### config.mk
export PLATFORM = sky130hd
export DESIGN_NAME = sm_addsub
export DESIGN_NICKNAME = d
export VERILOG_FILES = /design/src/rtl/sm_addsub_pkg.sv /design/src/rtl/sm_sign_cmp.sv /design/src/rtl/sm_mag_alu.sv /design/src/rtl/sm_seq_ctrl.sv /design/src/rtl/sm_addsub.sv
export SDC_FILE = /design/constraint.sdc
export NUM_CORES = 1
export LEC_CHECK = 0
export BUFFER_PORTS_ARGS = -buffer_cell sky130_fd_sc_hd__buf_2
export CAP_MARGIN = 20
export CELL_PAD_IN_SITES_DETAIL_PLACEMENT = 0
export CELL_PAD_IN_SITES_GLOBAL_PLACEMENT = 1
export CORE_MARGIN = 1
export CORE_UTILIZATION = 40
export DETAILED_ROUTE_END_ITERATION = 16
export PLACE_DENSITY_LB_ADDON = 0.1
export SLEW_MARGIN = 40
export SYNTH_ARGS = -nofsm -noshare
export SYNTH_HDL_FRONTEND = slang
export SYNTH_SLANG_ARGS = --single-unit
### constraint.sdc
create_clock -name clk -period 14.5 [get_ports clk]
set_input_delay 3.625 -clock clk [delete_from_list [all_inputs] [get_ports clk]]
set_output_delay 3.625 -clock clk [all_outputs]
set_load 0.02 [all_outputs]
### src/rtl/sm_addsub_pkg.sv
package sm_addsub_pkg;

   localparam logic OP_ADD = 1'b0;
   localparam logic OP_SUB = 1'b1;

   typedef enum logic [2:0] {
      ST_IDLE    = 3'd0,
      ST_COMPARE = 3'd1,
      ST_ARITH   = 3'd2,
      ST_CHECK   = 3'd3,
      ST_INCR    = 3'd4,
      ST_DONE    = 3'd5
   } seq_state_e;

   typedef enum logic [1:0] {
      ALU_SUM  = 2'd0,
      ALU_DIFF = 2'd1,
      ALU_INV  = 2'd2,
      ALU_INC  = 2'd3
   } alu_mode_e;

endpackage

### src/rtl/sm_sign_cmp.sv
module sm_sign_cmp (
   input  logic op,
   input  logic sign_x,
   input  logic sign_y,
   output logic take_diff
);
   logic signs_differ;

   always_comb begin
      signs_differ = sign_x ^ sign_y;
      // sum path when (add, same signs) or (sub, different signs)
      take_diff    = signs_differ ^ op;
   end
endmodule

### src/rtl/sm_mag_alu.sv
module sm_mag_alu
   import sm_addsub_pkg::*;
#(
   parameter int  MAG_W  = 8,
   parameter bit  RIPPLE = 1'b1
) (
   input  alu_mode_e          mode,
   input  logic [MAG_W-1:0]   x,
   input  logic [MAG_W-1:0]   y,
   output logic [MAG_W-1:0]   sum,
   output logic               carry
);
   logic [MAG_W-1:0] lhs;
   logic [MAG_W-1:0] rhs;
   logic             cin;

   always_comb begin
      lhs = x;
      rhs = '0;
      cin = 1'b0;
      unique case (mode)
         ALU_SUM:  begin rhs = y;               end
         ALU_DIFF: begin rhs = ~y; cin = 1'b1;  end
         ALU_INV:  begin lhs = ~x;              end
         ALU_INC:  begin cin = 1'b1;            end
         default:  begin rhs = '0;              end
      endcase
   end

   generate
      if (RIPPLE) begin : g_ripple
         logic [MAG_W:0] cy;
         assign cy[0] = cin;
         for (genvar i = 0; i < MAG_W; i++) begin : g_bit
            assign sum[i]  = lhs[i] ^ rhs[i] ^ cy[i];
            assign cy[i+1] = (lhs[i] & rhs[i]) | (cy[i] & (lhs[i] ^ rhs[i]));
         end
         assign carry = cy[MAG_W];
      end else begin : g_behav
         logic [MAG_W:0] wide;
         assign wide  = {1'b0, lhs} + {1'b0, rhs} + {{MAG_W{1'b0}}, cin};
         assign sum   = wide[MAG_W-1:0];
         assign carry = wide[MAG_W];
      end
   endgenerate
endmodule

### src/rtl/sm_seq_ctrl.sv
module sm_seq_ctrl
   import sm_addsub_pkg::*;
(
   input  logic      clk,
   input  logic      rst_n,
   input  logic      start,
   input  logic      take_diff,
   input  logic      carry_e,
   output logic      ld_ops,
   output logic      ld_path,
   output logic      do_arith,
   output logic      do_fix,
   output logic      do_inc,
   output logic      busy,
   output logic      done,
   output alu_mode_e mode
);
   seq_state_e state_q, state_d;

   always_ff @(posedge clk or negedge rst_n) begin
      if (!rst_n) state_q <= ST_IDLE;
      else        state_q <= state_d;
   end

   always_comb begin
      state_d  = state_q;
      ld_ops   = 1'b0;
      ld_path  = 1'b0;
      do_arith = 1'b0;
      do_fix   = 1'b0;
      do_inc   = 1'b0;
      done     = 1'b0;
      mode     = ALU_SUM;
      unique case (state_q)
         ST_IDLE: begin
            if (start) begin
               ld_ops  = 1'b1;
               state_d = ST_COMPARE;
            end
         end
         ST_COMPARE: begin
            ld_path = 1'b1;
            state_d = ST_ARITH;
         end
         ST_ARITH: begin
            do_arith = 1'b1;
            mode     = take_diff ? ALU_DIFF : ALU_SUM;
            state_d  = ST_CHECK;
         end
         ST_CHECK: begin
            do_fix  = 1'b1;
            mode    = ALU_INV;
            state_d = (take_diff && !carry_e) ? ST_INCR : ST_DONE;
         end
         ST_INCR: begin
            do_inc  = 1'b1;
            mode    = ALU_INC;
            state_d = ST_DONE;
         end
         ST_DONE: begin
            done    = 1'b1;
            state_d = ST_IDLE;
         end
         default: state_d = ST_IDLE;
      endcase
   end

   assign busy = (state_q != ST_IDLE);
endmodule

### src/rtl/sm_addsub.sv
module sm_addsub
   import sm_addsub_pkg::*;
#(
   parameter int MAG_W  = 8,
   parameter bit RIPPLE = 1'b1
) (
   input  logic             clk,
   input  logic             rst_n,
   input  logic             start,
   input  logic             op,
   input  logic             a_sign,
   input  logic [MAG_W-1:0] a_mag,
   input  logic             b_sign,
   input  logic [MAG_W-1:0] b_mag,
   output logic             done,
   output logic             res_sign,
   output logic [MAG_W-1:0] res_mag,
   output logic             ovf
);
   localparam logic [MAG_W-1:0] MAG_ZERO = '0;

   generate
      if (MAG_W < 2) begin : g_bad_width
         $error("sm_addsub: MAG_W must be at least 2");
      end
   endgenerate

   logic             as_q, bs_q, op_q, e_q, avf_q, path_sub_q;
   logic [MAG_W-1:0] acc_q, bm_q;
   logic             take_diff_d;
   logic             ld_ops, ld_path, do_arith, do_fix, do_inc, busy;
   alu_mode_e        mode;
   logic [MAG_W-1:0] alu_sum;
   logic             alu_carry;

   sm_sign_cmp u_cmp (
      .op        (op_q),
      .sign_x    (as_q),
      .sign_y    (bs_q),
      .take_diff (take_diff_d)
   );

   sm_mag_alu #(.MAG_W(MAG_W), .RIPPLE(RIPPLE)) u_alu (
      .mode  (mode),
      .x     (acc_q),
      .y     (bm_q),
      .sum   (alu_sum),
      .carry (alu_carry)
   );

   sm_seq_ctrl u_ctrl (
      .clk       (clk),
      .rst_n     (rst_n),
      .start     (start),
      .take_diff (path_sub_q),
      .carry_e   (e_q),
      .ld_ops    (ld_ops),
      .ld_path   (ld_path),
      .do_arith  (do_arith),
      .do_fix    (do_fix),
      .do_inc    (do_inc),
      .busy      (busy),
      .done      (done),
      .mode      (mode)
   );

   always_ff @(posedge clk or negedge rst_n) begin
      if (!rst_n) begin
         as_q       <= 1'b0;
         bs_q       <= 1'b0;
         op_q       <= OP_ADD;
         acc_q      <= '0;
         bm_q       <= '0;
         e_q        <= 1'b0;
         avf_q      <= 1'b0;
         path_sub_q <= 1'b0;
      end else begin
         if (ld_ops) begin
            as_q  <= a_sign;
            acc_q <= a_mag;
            bs_q  <= b_sign;
            bm_q  <= b_mag;
            op_q  <= op;
         end
         if (ld_path) path_sub_q <= take_diff_d;
         if (do_arith) begin
            acc_q <= alu_sum;
            e_q   <= alu_carry;
            avf_q <= path_sub_q ? 1'b0 : alu_carry;
         end
         if (do_fix && path_sub_q) begin
            if (e_q) begin
               if (acc_q == MAG_ZERO) as_q <= 1'b0;
            end else begin
               acc_q <= alu_sum;
               as_q  <= ~as_q;
            end
         end
         if (do_inc) acc_q <= alu_sum;
      end
   end

   assign res_sign = as_q;
   assign res_mag  = acc_q;
   assign ovf      = avf_q;

endmodule

Word level (Yosys, flattened, before mapping)
Index checks and enable logic that the tools add are counted.
Widths: inputs -> output; s select.
Storage, ports and cells
  bits in registers: 25
  output and inout bits: 11
  input bits: 22
  word-level logic and storage cells: 95
Cells by class
  reductions and logical operators: 7
  equality and inequality tests: 9
  multiplexer cells: 25
  bitwise operators: 45
Operators with widths (count)
  $mux 8: 6
  $xor 1x1->1: 18
  $and 1x1->1: 16
  $not 8->8: 2
  $pmux 8 s2: 1
  $mux 1: 15
  $pmux 3 s5: 1
  $logic_not 8->1: 1
  $or 1x1->1: 8
  $eq 3x2->1 const B: 2
  $eq 3x3->1 const B: 2
  $pmux 2 s3: 1
  $eq 2x2->1 const B: 2
  $eq 3x1->1 const B: 1
  $logic_not 3->1: 1
  $mux 3: 1
  $eq 2x1->1 const B: 1
  $logic_and 1x1->1: 2
  $logic_not 2->1: 1
  $ne 2x2->1 const B: 1
  $reduce_or 2->1: 1
  $logic_not 1->1: 1
  $not 1->1: 1

Logic depth before layout (Yosys ltp)
  depth in word-level cells: 24
  mapped depth: 19
  mapped depth without buffers: 17

Modules after synthesis
From an unflattened synthesis, not the netlist that was laid out.
Second synthesis, totals
  cells, all modules: 146
  area total of the unflattened synthesis: 1639.1 um^2
Modules (own cells, without submodules)
  sm_addsub: sequential area each 550.5 um^2, area an instance 969.7 um^2, cells each 73, times used 1
  sm_mag_alu: sequential area each 0.0 um^2, area an instance 432.9 um^2, cells each 45, times used 1
  sm_seq_ctrl: sequential area each 75.1 um^2, area an instance 212.7 um^2, cells each 27, times used 1
  sm_sign_cmp: sequential area each 0.0 um^2, area an instance 23.8 um^2, cells each 1, times used 1

Least setup slack after synthesis
No wires, ideal clock.
  path type: input-to-reg
  start: input start
  end: register acc_q[4], in the netlist res_mag[4]
  data required time: 14.375 ns
  data arrival time: 4.557 ns
  path slack: 9.818 ns
  buffers on the path: 1
  stages: 4
  setup time: 0.125 ns
  cells stage by stage: nor4b_2 buf_6 mux2_2 mux2_2
On the way
  cells in the longest elaborated chain, start to end: 7
Ends and longest elaborated chain
  start: declaration: line sm_addsub.sv:9  | input logic start,
  $mux 1 *: line sm_seq_ctrl.sv:36  | if (start) begin
  $mux 1 *: line sm_seq_ctrl.sv:34  | unique case (state_q)
  $mux 8 *: line sm_addsub.sv:78  | if (ld_ops) begin
  $mux 8 *: line sm_addsub.sv:86  | if (do_arith) begin
  $mux 8: line sm_addsub.sv:92  | if (e_q) begin
  $mux 8 *: line sm_addsub.sv:91  | if (do_fix && path_sub_q) begin
  $mux 8 *: line sm_addsub.sv:99  | if (do_inc) acc_q <= alu_sum;
  end signal: assignment: line sm_addsub.sv:87  | acc_q <= alu_sum;
  end signal: assignment: line sm_addsub.sv:95  | acc_q <= alu_sum;
  end signal: assignment: line sm_addsub.sv:99
  end: declaration: line sm_addsub.sv:29  | logic [MAG_W-1:0] acc_q, bm_q;
Mark *: on every way between the ends. The rest lies on a longest branch, timed or not.
A chain may end at the register's enable or synchronous reset.

Final worst setup path
  start: register u_ctrl.state_q[1]
  end: register acc_q[7], in the netlist res_mag[7]
On the way
  cells in the longest elaborated chain, start to end: 24
  elaborated cells between the ends (all ways): 53
  those cells by class: eq/ne: 6; mux: 13; bitwise: 30; reduce/logical: 4
Ends and longest elaborated chain
  start: declaration: line sm_seq_ctrl.sv:18  | seq_state_e state_q, state_d;
  start signal: assignment: line sm_seq_ctrl.sv:22  | else state_q <= state_d;
  $eq 3x3->1 or $eq 3x2->1 (tied branches): line sm_seq_ctrl.sv:34
  $pmux 2 s3: line sm_seq_ctrl.sv:34
  $eq 2x1->1, or another cell as far along: line sm_mag_alu.sv:21  | unique case (mode)
  $pmux 8 s2, or another cell as far along: line sm_mag_alu.sv:21
  $xor 1x1->1 or $mux 1 (tied branches): line sm_mag_alu.sv:36, sm_mag_alu.sv:21
  $and 1x1->1: line sm_mag_alu.sv:36  | assign cy[i+1] = (lhs[i] & rhs[i]) | (cy[i] & (lhs[i] ^ rhs[i]));
  $or 1x1->1: line sm_mag_alu.sv:36
  $and 1x1->1: line sm_mag_alu.sv:36
  (+8 left out)
  $or 1x1->1: line sm_mag_alu.sv:36
  $and 1x1->1: line sm_mag_alu.sv:36
  $or 1x1->1: line sm_mag_alu.sv:36
  $xor 1x1->1: line sm_mag_alu.sv:35  | assign sum[i] = lhs[i] ^ rhs[i] ^ cy[i];
  $mux 8: line sm_addsub.sv:86
  $mux 8: line sm_addsub.sv:92
  $mux 8: line sm_addsub.sv:91
  $mux 8 *: line sm_addsub.sv:99
Marked as above.

==> flow_metrics.tcl <==
set metrics [dict create \
    io_buffers 32 \
    post_drt_wl_per_cell_microns 14.58 \
    initial_core_util 0.4237 \
    slew_headroom 0.5201 \
    final_antenna_net_count 0 \
    clk_pin_slew_ns 0.09 \
    grt.busiest_layer "met2" \
    worstSkewPairLatency_ns 0.27 \
    die_area_sq_mm 0.004564 \
    final_nets 215 \
    n_antenna_cell 0 \
    row_count 23 \
    cts_hold_buf 0 \
    cts_tree "done" \
    use_met2 0.2735 \
    fin_crit_sh 0.3671 \
    fin_skew_ns 0.004270 \
    critPathMostFrequentCell "fa_1" \
    synthDistinctLibCells 33 \
    synth_ff_type "dfrtp_1" \
    htree_levels 1 \
    drv_cap 0 \
    clock.fmax_mhz 187.9 \
    antenna_found_initial 0 \
    async_reset_ff_frac 1.000 \
    dr_total_vias 1197 \
    yosys-top-cells-area "dfrtp_1 (36%), mux2i_1 (13%), mux2_2 (11%), fa_1 (9.3%), nand2_1 (3.1%)" \
    finalHoldViolations 0 \
    gp_congestion 0.7515 \
    finalSetupViolations 0 \
    drtIter0Drc 43 \
    fillerInstances 392 \
    powerDensity_mw_per_mm2 280.7 \
    critPathLaunchType "flip-flop" \
    cts_sinks 25 \
    end_kind "flip-flop" \
    drive_gt1_frac 0.3152 \
    syn_inst 158 \
    crit_path_max_fanout 22 \
    setup_tns_ns 0 \
    crit_type "reg2reg" \
    grt_max_degree 26 \
    yosys_warnings 0 \
    grt_pass1_vias 1128 \
    post-cts-setup-buffers 0 \
    synth_seq_cells 25 \
    slew_violations 0 \
    critPathTopFamily "adder cells" \
    worst_ep_arrival_time_ns 5.49 \
    cts_resized 0 \
    synth_area_per_cell_sq_um 10.88 \
    path_depth 15 \
    p_leak_nw 0.8914 \
    rsz0062_at_grt "no" \
    reg2reg_depth 15 \
    place_hpwl_microns 2552 \
    slowest_stage "dfrtp_1" \
    vias_per_cell 5.115 \
    area_growth_pct 12.74 \
    core-area_sq_mm 0.004058 \
    fp.dieW_microns 67.56 \
    die_y_microns 67.56 \
    synth_nets 188 \
    cp_cell_sequence "nor2b_1, nand2_2, xor2_1, fa_1, fa_1, fa_1, fa_1, inv_1, fa_1, inv_1, fa_1, fa_1, inv_1, fa_1, mux2_2" \
    ir_drop_mv 0.09133 \
    wl_microns 3412 \
    worst_pin_slew_ns 0.7199 \
    grt_overflow 0 \
    grt_use_met3 0.02027 \
    grt_util_all_layers 0.1700 \
    synth_edf_count 0 \
    required_ns 14.67 \
    netlist.area_leader.share 0.3639 \
    grt_pass1_wl_microns 5651 \
    clockBufferDepth 2 \
    yosysTopAreaCell "dfrtp_1" \
    drc 0 \
    ys_seq_area_frac 0.3639 \
    slowest_delay_ns 0.82 \
    synth_area_sq_mm 0.001719 \
    grt.met1_usage 0.2312 \
    hold_path_depth 1 \
    status "complete, no violations" \
    hp-class "reg2reg" \
    clockRootBuffer "clkbuf_8" \
    worst-path-buf-inv 3 \
    final.min_clock_period_ns 5.323 \
    cts_buffers 3 \
    first_pass_iters 4 \
    io_pins 33 \
    finalHoldWorstSlack_ns 0.5147 \
]
final timing paths:
check                                              start              endpoint  slack, ns
max in group asynchronous                          rst_n   bm_q[6]$_DFFE_PN0P_      10.76
hold reg to reg                          e_q$_DFFE_PN0P_       e_q$_DFFE_PN0P_       0.51
setup / recovery           u_ctrl.state_q[1]$_DFFE_PN0P_  res_mag[7]$_DFF_PN0_       9.18
setup reg to reg           u_ctrl.state_q[1]$_DFFE_PN0P_  res_mag[7]$_DFF_PN0_       9.18
min in group asynchronous                          rst_n      op_q$_DFFE_PN0P_       3.35
hold / removal                           e_q$_DFFE_PN0P_       e_q$_DFFE_PN0P_       0.51
sequential cells by signal, indices dropped and copies added, names as in the netlist:
signal	count
res_mag	8
e_q	1
u_ctrl.state_q	3
res_sign	1
path_sub_q	1
op_q	1
bm_q	8
bs_q	1
ovf	1
layer usage:
layer  share of wire  up-vias
li1                -      594
met1            0.50      573
met2            0.45       26
met3           0.037        4
met4           0.011        0
met5               0        -
cell families (layout without fill, tap and decap cells):
kind of cell | count (synthesis) | count (layout) | synth area share
fa+ha+maj | 8 | 8 | 0.09316
compound gates | 19 | 19 | 0.07933
mux | 40 | 40 | 0.2453
flops | 25 | 25 | 0.3639
simple gates | 39 | 39 | 0.1135
buf+inv | 16 | 42 | 0.04876
xor+xnor | 11 | 11 | 0.05604
cell type report:
cell class | instances | area, sq um | area share
Multi-Input combinational cell | 117 | 1018 | 0.5255
Sequential cell | 25 | 625.6 | 0.3228
Timing Repair Buffer | 33 | 167.7 | 0.08651
Tap cell | 50 | 62.56 | 0.03228
Clock buffer | 4 | 45.04 | 0.02324
Inverter | 5 | 18.77 | 0.009684
per-stage QoR:
stage	worst slack (ns)	instances	utilization	area [sq um]	total power, mW
after global routing	8.879	234	0.4776	1938	0.6108
after global placement	9.182	230	0.4665	1893	0.4952
after detailed placement	9.156	230	0.4665	1893	0.5108
final	9.177	234	0.4776	1938	0.5440
after floorplan	9.818	158	-	1719	0.4257
after CTS	9.143	234	0.4776	1938	0.5557
power breakdown:
part	switching, mW	internal (mW)
registers	0.0560	0.108
clock network	0.0228	0.0197
logic	0.171	0.166
cell usage in the layout, fill, tap and decap left out, drive strengths merged:
cell | netlist | layout
a21oi | 7 | 7
a221oi | 1 | 1
a22o | 5 | 5
a22oi | 2 | 2
and2 | 1 | 1
buf | 6 | 33
clkbuf | 5 | 4
dfrtp | 25 | 25
fa | 8 | 8
inv | 5 | 5
mux2 | 17 | 17
mux2i | 23 | 23
nand2 | 15 | 15
nand2b | 3 | 3
nand3b | 1 | 1
nor2 | 11 | 11
nor2b | 1 | 1
nor3 | 1 | 1
nor4b | 1 | 1
o21ai | 3 | 3
o31ai | 1 | 1
or2b | 1 | 1
or3 | 3 | 3
or4 | 1 | 1
xnor2 | 5 | 5
xor2 | 6 | 6
cells in the mapped netlist (2+ instances only):
| cell | count |
|---|---|
| a21oi_1 | 6 |
| nand2_1 | 14 |
| fa_1 | 8 |
| dfrtp_1 | 25 |
| buf_2 | 2 |
| buf_1 | 2 |
| inv_1 | 5 |
| mux2i_1 | 23 |
| a22o_1 | 5 |
| xnor2_1 | 5 |
| o21ai_0 | 3 |
| nand2b_1 | 3 |
| xor2_1 | 6 |
| mux2_2 | 17 |
| or3_1 | 2 |
| nor2_1 | 11 |
| a22oi_1 | 2 |
| clkbuf_1 | 4 |
Note: power is estimated with default switching activity, not from simulation.
